===== src/rtl/gpio_bank_pkg.sv =====
package gpio_bank_pkg;
  localparam int unsigned REG_ADDR_W = 7;
  localparam int unsigned REG_DATA_W = 32;
  localparam int unsigned MAX_LINES  = 32;

  localparam logic [REG_ADDR_W-1:0] OFF_MODE   = 7'h00;
  localparam logic [REG_ADDR_W-1:0] OFF_DIR    = 7'h04;
  localparam logic [REG_ADDR_W-1:0] OFF_DOUT   = 7'h08;
  localparam logic [REG_ADDR_W-1:0] OFF_DIN    = 7'h0C;
  localparam logic [REG_ADDR_W-1:0] OFF_STAT   = 7'h10;
  localparam logic [REG_ADDR_W-1:0] OFF_CLR    = 7'h14;
  localparam logic [REG_ADDR_W-1:0] OFF_MASK   = 7'h18;
  localparam logic [REG_ADDR_W-1:0] OFF_UNMASK = 7'h1C;
  localparam logic [REG_ADDR_W-1:0] OFF_POL    = 7'h20;
  localparam logic [REG_ADDR_W-1:0] OFF_EDGE   = 7'h24;
  localparam logic [REG_ADDR_W-1:0] OFF_BOTH   = 7'h4C;

  typedef struct packed {
    logic [MAX_LINES-1:0] mode;
    logic [MAX_LINES-1:0] pol;
    logic [MAX_LINES-1:0] edge_sel;
    logic [MAX_LINES-1:0] both;
  } det_cfg_t;
endpackage


===== src/rtl/gpio_pin_sync.sv =====
module gpio_pin_sync #(
  parameter int unsigned WIDTH = 32
) (
  input  logic             clk_i,
  input  logic             rst_ni,
  input  logic [WIDTH-1:0] pin_i,
  output logic [WIDTH-1:0] cur_o,
  output logic [WIDTH-1:0] prev_o
);
  logic [WIDTH-1:0] meta_q, cur_q, prev_q;

  always_ff @(posedge clk_i or negedge rst_ni) begin
    if (!rst_ni) begin
      meta_q <= '0;
      cur_q  <= '0;
      prev_q <= '0;
    end else begin
      meta_q <= pin_i;
      cur_q  <= meta_q;
      prev_q <= cur_q;
    end
  end

  assign cur_o  = cur_q;
  assign prev_o = prev_q;
endmodule


===== src/rtl/gpio_irq_detect.sv =====
module gpio_irq_detect
  import gpio_bank_pkg::*;
#(
  parameter int unsigned NUM_LINES = 32
) (
  input  logic                 clk_i,
  input  logic                 rst_ni,
  input  logic [NUM_LINES-1:0] cur_i,
  input  logic [NUM_LINES-1:0] prev_i,
  input  det_cfg_t             cfg_i,
  input  logic [NUM_LINES-1:0] clr_i,
  output logic [NUM_LINES-1:0] status_o
);
  for (genvar i = 0; i < NUM_LINES; i++) begin : g_line
    logic qual, qual_prev, hit, st_q;

    assign qual      = cur_i[i] ^ cfg_i.pol[i];
    assign qual_prev = prev_i[i] ^ cfg_i.pol[i];
    assign hit       = cfg_i.both[i] ? (cur_i[i] != prev_i[i]) : (qual & ~qual_prev);

    always_ff @(posedge clk_i or negedge rst_ni) begin
      if (!rst_ni)                 st_q <= 1'b0;
      else if (!cfg_i.mode[i])     st_q <= 1'b0;
      else if (!cfg_i.edge_sel[i]) st_q <= qual;
      else if (hit)                st_q <= 1'b1;   // new event wins over clear
      else if (clr_i[i])           st_q <= 1'b0;
    end

    assign status_o[i] = st_q;

    AST_IO_MODE_QUIET: assert property (@(posedge clk_i) disable iff (!rst_ni)
      !cfg_i.mode[i] |=> !st_q);
    AST_LEVEL_IGNORES_CLR: assert property (@(posedge clk_i) disable iff (!rst_ni)
      (cfg_i.mode[i] && !cfg_i.edge_sel[i] && clr_i[i]) |=> st_q == ($past(cur_i[i]) ^ $past(cfg_i.pol[i])));
    AST_EDGE_HOLD: assert property (@(posedge clk_i) disable iff (!rst_ni)
      (cfg_i.mode[i] && cfg_i.edge_sel[i] && st_q && !clr_i[i]) |=> st_q);
    AST_EDGE_CLEAR: assert property (@(posedge clk_i) disable iff (!rst_ni)
      (cfg_i.mode[i] && cfg_i.edge_sel[i] && clr_i[i] && cur_i[i] == prev_i[i]) |=> !st_q);
  end
endmodule


===== src/rtl/gpio_reg_file.sv =====
module gpio_reg_file
  import gpio_bank_pkg::*;
#(
  parameter int unsigned NUM_LINES = 32
) (
  input  logic                  clk_i,
  input  logic                  rst_ni,
  input  logic                  req_valid_i,
  input  logic                  req_write_i,
  input  logic [REG_ADDR_W-1:0] req_addr_i,
  input  logic [REG_DATA_W-1:0] req_wdata_i,
  output logic                  rsp_valid_o,
  output logic [REG_DATA_W-1:0] rsp_rdata_o,
  input  logic [NUM_LINES-1:0]  din_i,
  input  logic [NUM_LINES-1:0]  status_i,
  output logic [NUM_LINES-1:0]  mode_o,
  output logic [NUM_LINES-1:0]  dir_o,
  output logic [NUM_LINES-1:0]  dout_o,
  output logic [NUM_LINES-1:0]  pol_o,
  output logic [NUM_LINES-1:0]  edge_o,
  output logic [NUM_LINES-1:0]  both_o,
  output logic [NUM_LINES-1:0]  mask_o,
  output logic [NUM_LINES-1:0]  clr_o
);
  logic [NUM_LINES-1:0] mode_q, dir_q, dout_q, pol_q, edge_q, both_q, mask_q;
  logic [NUM_LINES-1:0] wd;
  logic                 wr_en, rd_en, rsp_valid_q;
  logic [REG_DATA_W-1:0] rd_mux, rdata_q;

  assign wd    = req_wdata_i[NUM_LINES-1:0];
  assign wr_en = req_valid_i &  req_write_i;
  assign rd_en = req_valid_i & ~req_write_i;

  always_ff @(posedge clk_i or negedge rst_ni) begin
    if (!rst_ni) begin
      mode_q <= '0; dir_q <= '0; dout_q <= '0; pol_q <= '0;
      edge_q <= '0; both_q <= '0; mask_q <= '0;
    end else if (wr_en) begin
      unique case (req_addr_i)
        OFF_MODE:   mode_q <= wd;
        OFF_DIR:    dir_q  <= wd;
        OFF_DOUT:   dout_q <= wd;
        OFF_POL:    pol_q  <= wd;
        OFF_EDGE:   edge_q <= wd;
        OFF_BOTH:   both_q <= wd;
        OFF_MASK:   mask_q <= mask_q & wd;
        OFF_UNMASK: mask_q <= mask_q | wd;
        default: ;
      endcase
    end
  end

  always_comb begin
    unique case (req_addr_i)
      OFF_MODE: rd_mux = REG_DATA_W'(mode_q);
      OFF_DIR:  rd_mux = REG_DATA_W'(dir_q);
      OFF_DOUT: rd_mux = REG_DATA_W'(dout_q);
      OFF_DIN:  rd_mux = REG_DATA_W'(din_i);
      OFF_STAT: rd_mux = REG_DATA_W'(status_i);
      OFF_MASK: rd_mux = REG_DATA_W'(mask_q);
      OFF_POL:  rd_mux = REG_DATA_W'(pol_q);
      OFF_EDGE: rd_mux = REG_DATA_W'(edge_q);
      OFF_BOTH: rd_mux = REG_DATA_W'(both_q);
      default:  rd_mux = '0;
    endcase
  end

  always_ff @(posedge clk_i or negedge rst_ni) begin
    if (!rst_ni) begin
      rsp_valid_q <= 1'b0;
      rdata_q     <= '0;
    end else begin
      rsp_valid_q <= rd_en;
      if (rd_en) rdata_q <= rd_mux;
    end
  end

  assign clr_o       = (wr_en && req_addr_i == OFF_CLR) ? wd : '0;
  assign rsp_valid_o = rsp_valid_q;
  assign rsp_rdata_o = rdata_q;
  assign mode_o = mode_q;
  assign dir_o  = dir_q;
  assign dout_o = dout_q;
  assign pol_o  = pol_q;
  assign edge_o = edge_q;
  assign both_o = both_q;
  assign mask_o = mask_q;

  AST_MASK_KEEP_ONES: assert property (@(posedge clk_i) disable iff (!rst_ni)
    (wr_en && req_addr_i == OFF_MASK && &wd) |=> $stable(mask_q));
  AST_RSP_NEXT: assert property (@(posedge clk_i) disable iff (!rst_ni)
    rd_en |=> rsp_valid_o);
  AST_RSP_ONLY_READ: assert property (@(posedge clk_i) disable iff (!rst_ni)
    !rd_en |=> !rsp_valid_o);
endmodule


===== src/rtl/gpio_irq_bank.sv =====
module gpio_irq_bank
  import gpio_bank_pkg::*;
#(
  parameter int unsigned NUM_LINES = 32
) (
  input  logic                  clk_i,
  input  logic                  rst_ni,
  input  logic                  req_valid_i,
  output logic                  req_ready_o,
  input  logic                  req_write_i,
  input  logic [REG_ADDR_W-1:0] req_addr_i,
  input  logic [REG_DATA_W-1:0] req_wdata_i,
  output logic                  rsp_valid_o,
  output logic [REG_DATA_W-1:0] rsp_rdata_o,
  input  logic [NUM_LINES-1:0]  pad_in_i,
  output logic [NUM_LINES-1:0]  pad_out_o,
  output logic [NUM_LINES-1:0]  pad_oe_o,
  output logic                  irq_o
);
  logic [NUM_LINES-1:0] cur, prev, status, mode, dir, dout, pol, edge_sel, both, mask, clr;
  det_cfg_t cfg;

  initial begin
    if (NUM_LINES < 1 || NUM_LINES > MAX_LINES) $error("NUM_LINES out of range");
  end

  gpio_pin_sync #(.WIDTH(NUM_LINES)) u_sync (
    .clk_i, .rst_ni, .pin_i(pad_in_i), .cur_o(cur), .prev_o(prev)
  );

  gpio_reg_file #(.NUM_LINES(NUM_LINES)) u_regs (
    .clk_i, .rst_ni, .req_valid_i, .req_write_i, .req_addr_i, .req_wdata_i,
    .rsp_valid_o, .rsp_rdata_o, .din_i(cur), .status_i(status),
    .mode_o(mode), .dir_o(dir), .dout_o(dout), .pol_o(pol), .edge_o(edge_sel),
    .both_o(both), .mask_o(mask), .clr_o(clr)
  );

  always_comb begin
    cfg          = '0;
    cfg.mode     = MAX_LINES'(mode);
    cfg.pol      = MAX_LINES'(pol);
    cfg.edge_sel = MAX_LINES'(edge_sel);
    cfg.both     = MAX_LINES'(both);
  end

  gpio_irq_detect #(.NUM_LINES(NUM_LINES)) u_detect (
    .clk_i, .rst_ni, .cur_i(cur), .prev_i(prev), .cfg_i(cfg), .clr_i(clr),
    .status_o(status)
  );

  assign req_ready_o = rst_ni;
  assign pad_out_o   = dout;
  assign pad_oe_o    = ~mode & dir;
  assign irq_o       = |(status & mask);

  AST_IRQ_OFF_MASKED: assert property (@(posedge clk_i) disable iff (!rst_ni)
    (mask == '0) |-> !irq_o);
  AST_OE_NEEDS_IO_MODE: assert property (@(posedge clk_i) disable iff (!rst_ni)
    (pad_oe_o & mode) == '0);
endmodule


===== config.mk =====
export PLATFORM = sky130hd
export DESIGN_NAME = gpio_irq_bank
export DESIGN_NICKNAME = d
export VERILOG_FILES = /design/src/rtl/gpio_bank_pkg.sv /design/src/rtl/gpio_pin_sync.sv /design/src/rtl/gpio_irq_detect.sv /design/src/rtl/gpio_reg_file.sv /design/src/rtl/gpio_irq_bank.sv
export SDC_FILE = /design/constraint.sdc
export NUM_CORES = 1
export LEC_CHECK = 0
export BUFFER_PORTS_ARGS = -buffer_cell sky130_fd_sc_hd__buf_4
export CORE_MARGIN = 3
export CORE_UTILIZATION = 34
export CTS_BUF_LIST = sky130_fd_sc_hd__clkbuf_4
export DETAILED_ROUTE_END_ITERATION = 10
export GPL_ROUTABILITY_DRIVEN = 0
export GPL_TIMING_DRIVEN = 0
export PLACE_DENSITY = 0.64
export SYNTH_ARGS = -nofsm -noshare
export SYNTH_HDL_FRONTEND = slang
export SYNTH_SLANG_ARGS = --single-unit

===== constraint.sdc =====
create_clock -name clk_i -period 1.4 [get_ports clk_i]
set_clock_uncertainty 0.2 [all_clocks]
set_input_delay 0.21 -clock clk_i [delete_from_list [all_inputs] [get_ports clk_i]]
set_output_delay 0.21 -clock clk_i [all_outputs]
set_load 0.02 [all_outputs]

# After elaboration in Yosys (flattened, before gate mapping)
# Index checks and enable logic that the tools add are counted.
# classes
n_eq_ne,74
muxes,163
reduce_logical,11
n_bitwise,136
# ops
op,n
$pmux 32 s9,1
$mux 1,160
$ne 4x3->1 const B,32
$and 32x32->32,3
$pmux 32 s2,1
$xor 1x1->1,64
$and 1x1->1,34
$not 1->1,33
$mux 32,1
$ne 1x1->1,32
$not 32->32,1
$or 32x32->32,1
$reduce_or 32->1,1
$eq 7x5->1 const B,4
$eq 7x4->1 const B,2
$eq 7x6->1 const B,2
$reduce_and 2->1,7
$eq 7x3->1 const B,1
$eq 7x7->1 const B,1
$logic_not 7->1,1
$reduce_bool 2->1,1
$logic_and 1x1->1,1
# word_totals
input_bits,75
out_inout_bits,99
ff_bits,385

# Logic depth before layout (Yosys ltp)
# depth
ltp_word,7
ltp_mapped,7
depth_no_buf,5

# Hierarchy
# Synthesis repeated with hierarchy kept, for this count alone.
# hier_totals
cells_unflattened,1478
hier_area_um2,17744.5
# by_module_without_submodules
mod,area_each_um2,instances,cells_each
gpio_reg_file,12494.5,1,1040
gpio_irq_detect,2482.4,1,288
gpio_pin_sync,2402.3,1,96
gpio_irq_bank,365.4,1,54

# Least setup slack after synthesis
# OpenSTA, ideal clock, no wires.
# synth_timing
kind,input to register
start,in req_addr_i[5]
end,"reg u_regs.both_q[1], in the netlist u_regs.both_o[1]"
required_ps,1075
path_buffers,3
arrival_time_ps,1836
slack_ps,-761
stages,6
setup_time_ps,125
cell_sequence,buf_4 > or4_4 > buf_4 > nor3_4 > buf_4 > mux2_2
# synth_via
elab_chain_len,2
# synth_lines
item,line,rtl
start: declaration,gpio_irq_bank.sv:11,"input logic [REG_ADDR_W-1:0] req_addr_i,"
$eq 7x7->1,gpio_reg_file.sv:39,unique case (req_addr_i)
$reduce_and 2->1 (no source line),-,
end signal: assignment,gpio_reg_file.sv:45,OFF_BOTH: both_q <= wd;
end: declaration,gpio_reg_file.sv:25,"logic [NUM_LINES-1:0] mode_q, dir_q, dout_q, pol_q, edge_q, both_q, mask_q;"
# Every way passes these cells.
# A chain may end at the register's enable or synchronous reset.

# Worst setup path after layout
# layout_timing
start,reg u_detect.g_line[27].st_q
end,out irq_o
# layout_via
elab_chain_len,2
# layout_lines
item,line,rtl
start: declaration,gpio_irq_detect.sv:15,"logic qual, qual_prev, hit, st_q;"
start signal: assignment,gpio_irq_detect.sv:24,else if (!cfg_i.edge_sel[i]) st_q <= qual;
$and 32x32->32,gpio_irq_bank.sv:54,assign irq_o = |(status & mask);
$reduce_or 32->1,gpio_irq_bank.sv:54,
end: declaration,gpio_irq_bank.sv:18,output logic irq_o
# Every way passes these cells.

==> PnR_summary.wiki <==
{| class="wikitable"
! Metric !! Value
|-
| Synthesis-to-finish area growth || 47.1%
|-
| Total I/O pin count || 174
|-
| Outcome || finished, violations left
|-
| Number of unique standard cell types used by synthesis || 53
|-
| Detailed-route DRC error count || 0
|-
| Worst setup SP type || flip-flop
|-
| Number of global-route vias before repair || 15300
|-
| Type of the worst setup path || flip-flop to output pin
|-
| Final sum of negative setup slack || -73540 ps
|-
| GR Overflow Total || 0
|-
| Class of the most critical hold timing path || input port to flip-flop
|-
| Floorplan core area || 0.0506 mm²
|-
| Count of nets after finishing || 2084
|-
| Syn avg cell area || 12.0 µm²
|-
| Transition time at the pin with the least slew margin || 1030 ps
|-
| Max-slew violation count || 0
|-
| Worst ir drop on vdd || 0.510 mV
|-
| Placement Setup Slack || -1610 ps
|-
| Power density over the cells || 985 mW/mm²
|-
| Buffer depth of the longest clock path || 3
|-
| Total Power Consumption || 25.4 mW
|-
| Number of rows in the core area || 82
|-
| Antenna violation net count after detailed routing || 0
|-
| Count of TritonRoute iterations in the first routing pass || 6
|-
| Area fraction in compound gates after synthesis || 12.5%
|-
| Dominant cells by area after synthesis || sky130_fd_sc_hd__dfrtp_1, sky130_fd_sc_hd__mux2_2, sky130_fd_sc_hd__a21oi_1
|-
| CTS H-tree depth || 3
|-
| RSZ-0062 raised after global routing || true
|-
| Antenna violations before repair || 2
|-
| Synthesized area || 0.0175 mm²
|-
| Post-synthesis simple-gate area fraction || 9.45%
|-
| Clock period minus final worst setup slack || 2840 ps
|-
| Fraction of post-synthesis cell area in the top cell type by area || 54.9%
|-
| Final hold violation count || 32
|-
| Maximum number of pins on one net before global-route repair || 80
|-
| Total routing resource utilization after global routing || 24.1%
|-
| Fraction of the cycle the final worst path needs || 203%
|-
| Static leakage || 12.0 nW
|-
| Dominant cell type by area after synthesis || sky130_fd_sc_hd__dfrtp_1
|-
| Total die area || 0.0543 mm²
|-
| Count of final setup violators || 349
|-
| Reg2Reg Depth || 5
|-
| Cell types with the highest counts after synthesis || sky130_fd_sc_hd__dfrtp_1, sky130_fd_sc_hd__mux2_2, sky130_fd_sc_hd__a21oi_1, sky130_fd_sc_hd__nor2_1, sky130_fd_sc_hd__clkbuf_1
|-
| Kind of end point of the critical path || output pin
|-
| Drt initial violations || 1501
|-
| Fraction of registers with async set or reset after synthesis || 100%
|-
| Critical path's slowest cell || sky130_fd_sc_hd__or4_4
|-
| Post-Synth Adder-Cell Area || 0%
|-
| Main combinational cell family by area after synthesis || multiplexers
|-
| Multiplexer fraction of the synthesized cell area || 16.9%
|-
| Initial cell density of the core || 34.7%
|-
| CTS tree || built
|-
| Sinks on Clock Net || 385
|-
| Clk Latency, worst-skew pair || 840 ps
|-
| Routed wire per std cell || 24.5 µm
|-
| Maximum fanout count along the critical path || 3
|-
| Via count of the routed design || 15100
|-
| Xor and xnor fraction of the mapped netlist area || 3.20%
|-
| Share of post-route cells with drive strength above 1 || 46.1%
|-
| Net Count, Synth || 1539
|-
| Chip height || 233 µm
|-
| Total Routed Length || 67600 µm
|-
| Wire length of the first global-routing pass || 97500 µm
|-
| Post-detailed-placement half-perimeter wirelength || 42500 µm
|-
| CP Cell Sequence || a22oi_1 -> nand4_1 -> or4_4 -> buf_6
|-
| Violated checks || negative hold slack, negative setup slack
|-
| Number of cells traversed by the worst hold path || 5
|-
| Average via count per standard cell || 5.48
|-
| Max-cap check violation count || 0
|-
| Worst relative slew slack || 31.2%
|-
| Yosys reg bits || 385
|-
| Maximum single-stage delay on the critical path || 550 ps
|-
| Fin Hold WS || -236 ps
|-
| YS warnings || 0
|-
| Most frequent cell after synthesis || sky130_fd_sc_hd__dfrtp_1
|-
| Most common flop cell mapped by yosys || sky130_fd_sc_hd__dfrtp_1
|-
| Worst Slack Setup Final || -1440 ps
|-
| Horizontal die dimension || 233 µm
|-
| Maximum clock rate || 352 MHz
|-
| Fraction of the yosys area taken by sequential cells || 54.9%
|-
| CTS Root Cell || sky130_fd_sc_hd__clkbuf_4
|-
| Worst Path Required || 990 ps
|-
| Number of buffers inserted during clock tree synthesis || 106
|-
| Arrival time at the worst endpoint || 2430 ps
|-
| Count of port buffers added during placement || 141
|-
| Cell count after synthesis || 1464
|-
| Number of flops mapped to enable cells by yosys || 0
|-
| Clock input transition at the sequential cells of the worst setup and hold paths || 70 ps
|}
[metrics by stage]
stage          hold slack, ps  instance area, µm²  util, %  cells
3_3_place_gp              120               20300     40.1   2277
4_1_cts                  -348               24900     49.2   2708
5_1_grt                  -277               25800     51.0   2758
2_1_floorplan            -286               18400        -   1464
6_report                 -236               25800     51.0   2759
3_5_place_dp            -23.1               20400     40.4   2282
[placed cells by master (no fill, tap or decap), types with 11 or more instances in the layout]
| cell | netlist | routed |
|---|---|---|
| sky130_fd_sc_hd__a211oi_2 | 0 | 15 |
| sky130_fd_sc_hd__nor2b_4 | 0 | 22 |
| sky130_fd_sc_hd__nand3_1 | 13 | 11 |
| sky130_fd_sc_hd__mux2_4 | 30 | 121 |
| sky130_fd_sc_hd__o21a_1 | 32 | 32 |
| sky130_fd_sc_hd__xor2_1 | 32 | 32 |
| sky130_fd_sc_hd__xnor2_1 | 32 | 32 |
| sky130_fd_sc_hd__nor3_1 | 40 | 27 |
| sky130_fd_sc_hd__a211oi_1 | 31 | 15 |
| sky130_fd_sc_hd__a22o_1 | 26 | 26 |
| sky130_fd_sc_hd__a21oi_1 | 137 | 107 |
| sky130_fd_sc_hd__buf_6 | 4 | 134 |
| sky130_fd_sc_hd__buf_4 | 9 | 210 |
| sky130_fd_sc_hd__mux2_2 | 174 | 85 |
| sky130_fd_sc_hd__dlygate4sd3_1 | 0 | 97 |
| sky130_fd_sc_hd__a21oi_2 | 0 | 30 |
| sky130_fd_sc_hd__and3_1 | 16 | 16 |
| sky130_fd_sc_hd__nor2_1 | 107 | 104 |
| sky130_fd_sc_hd__clkbuf_4 | 0 | 162 |
| sky130_fd_sc_hd__dfrtp_1 | 385 | 364 |
| sky130_fd_sc_hd__a311oi_1 | 14 | 13 |
| sky130_fd_sc_hd__mux2i_1 | 53 | 42 |
| sky130_fd_sc_hd__a22oi_1 | 23 | 18 |
| sky130_fd_sc_hd__nand2_1 | 41 | 39 |
| sky130_fd_sc_hd__and2_1 | 25 | 22 |
| sky130_fd_sc_hd__clkbuf_2 | 0 | 14 |
| sky130_fd_sc_hd__clkbuf_1 | 72 | 40 |
| sky130_fd_sc_hd__clkinv_1 | 0 | 23 |
| sky130_fd_sc_hd__buf_12 | 0 | 16 |
| sky130_fd_sc_hd__dfrtp_2 | 0 | 21 |
[final cells by class]
class | instances | area [µm²]
Antenna cell | 2 | 5.00
Buffer | 110 | 926
Clock buffer | 157 | 1180
Clock inverter | 27 | 104
Fill cell | 4327 | 24800
Inverter | 1 | 3.75
Multi-Input combinational cell | 965 | 8760
Sequential cell | 385 | 9660
Tap cell | 672 | 841
Timing Repair Buffer | 440 | 4320
[power breakdown]
part	total [mW]	internal, mW	switching (mW)
logic	3.30	1.65	1.65
registers	12.1	11.6	0.502
clock network	9.97	5.07	4.89
total	25.4	18.4	7.05
[final timing paths]
kind	from	to	slack (ps)
max	u_detect.g_line[27].st_q$_DFFE_PN0P_	irq_o	-1440
min	req_addr_i[0]	u_regs.rsp_rdata_o[4]$_DFFE_PN0P_	-240
max reg2reg	u_regs.dir_o[2]$_DFFE_PN0P_	u_regs.rsp_rdata_o[2]$_DFFE_PN0P_	-210
min reg2reg	u_sync.meta_q[3]$_DFF_PN0_	u_sync.cur_o[3]$_DFF_PN0_	140
max in group asynchronous	rst_ni	u_regs.dout_o[4]$_DFFE_PN0P_	-320
min in group asynchronous	rst_ni	u_detect.g_line[16].st_q$_DFFE_PN0P_	160
[kinds of logic after synthesis]
group | after synthesis
AND/OR/NAND/NOR | 316
AO/OA/AOI/OAI | 326
multiplexers | 259
XOR/XNOR | 64
buffers and inverters | 114
flip-flops | 385
[routing by layer]
metal | vias to the layer above | share of wire [%] | global-route usage, %
met3 | 210 | 9.5 | 6.35
met1 | 7588 | 40 | 30.9
met5 | - | 0.025 | 0
met2 | 874 | 46 | 38.2
met4 | 2 | 4.8 | 11.3
li1 | 6455 | - | -
[critical path: cells and delay by family, from the launching register on]
kind	cells	cell delay, ps
DFF	1	420
AOI/OAI and AO/OA	1	340
and+or+nand+nor	2	690
buffers and inverters	1	160
[timing repair]
item	CTS	global route
resized for setup	267	132
endpoints found under the hold margin	695	402
hold buffers	100	1
pin swaps	43	52
cloned	6	4
buffers inserted	139	57
setup endpoints to repair	253	683
No activity file was read; power rests on OpenSTA's default activity.
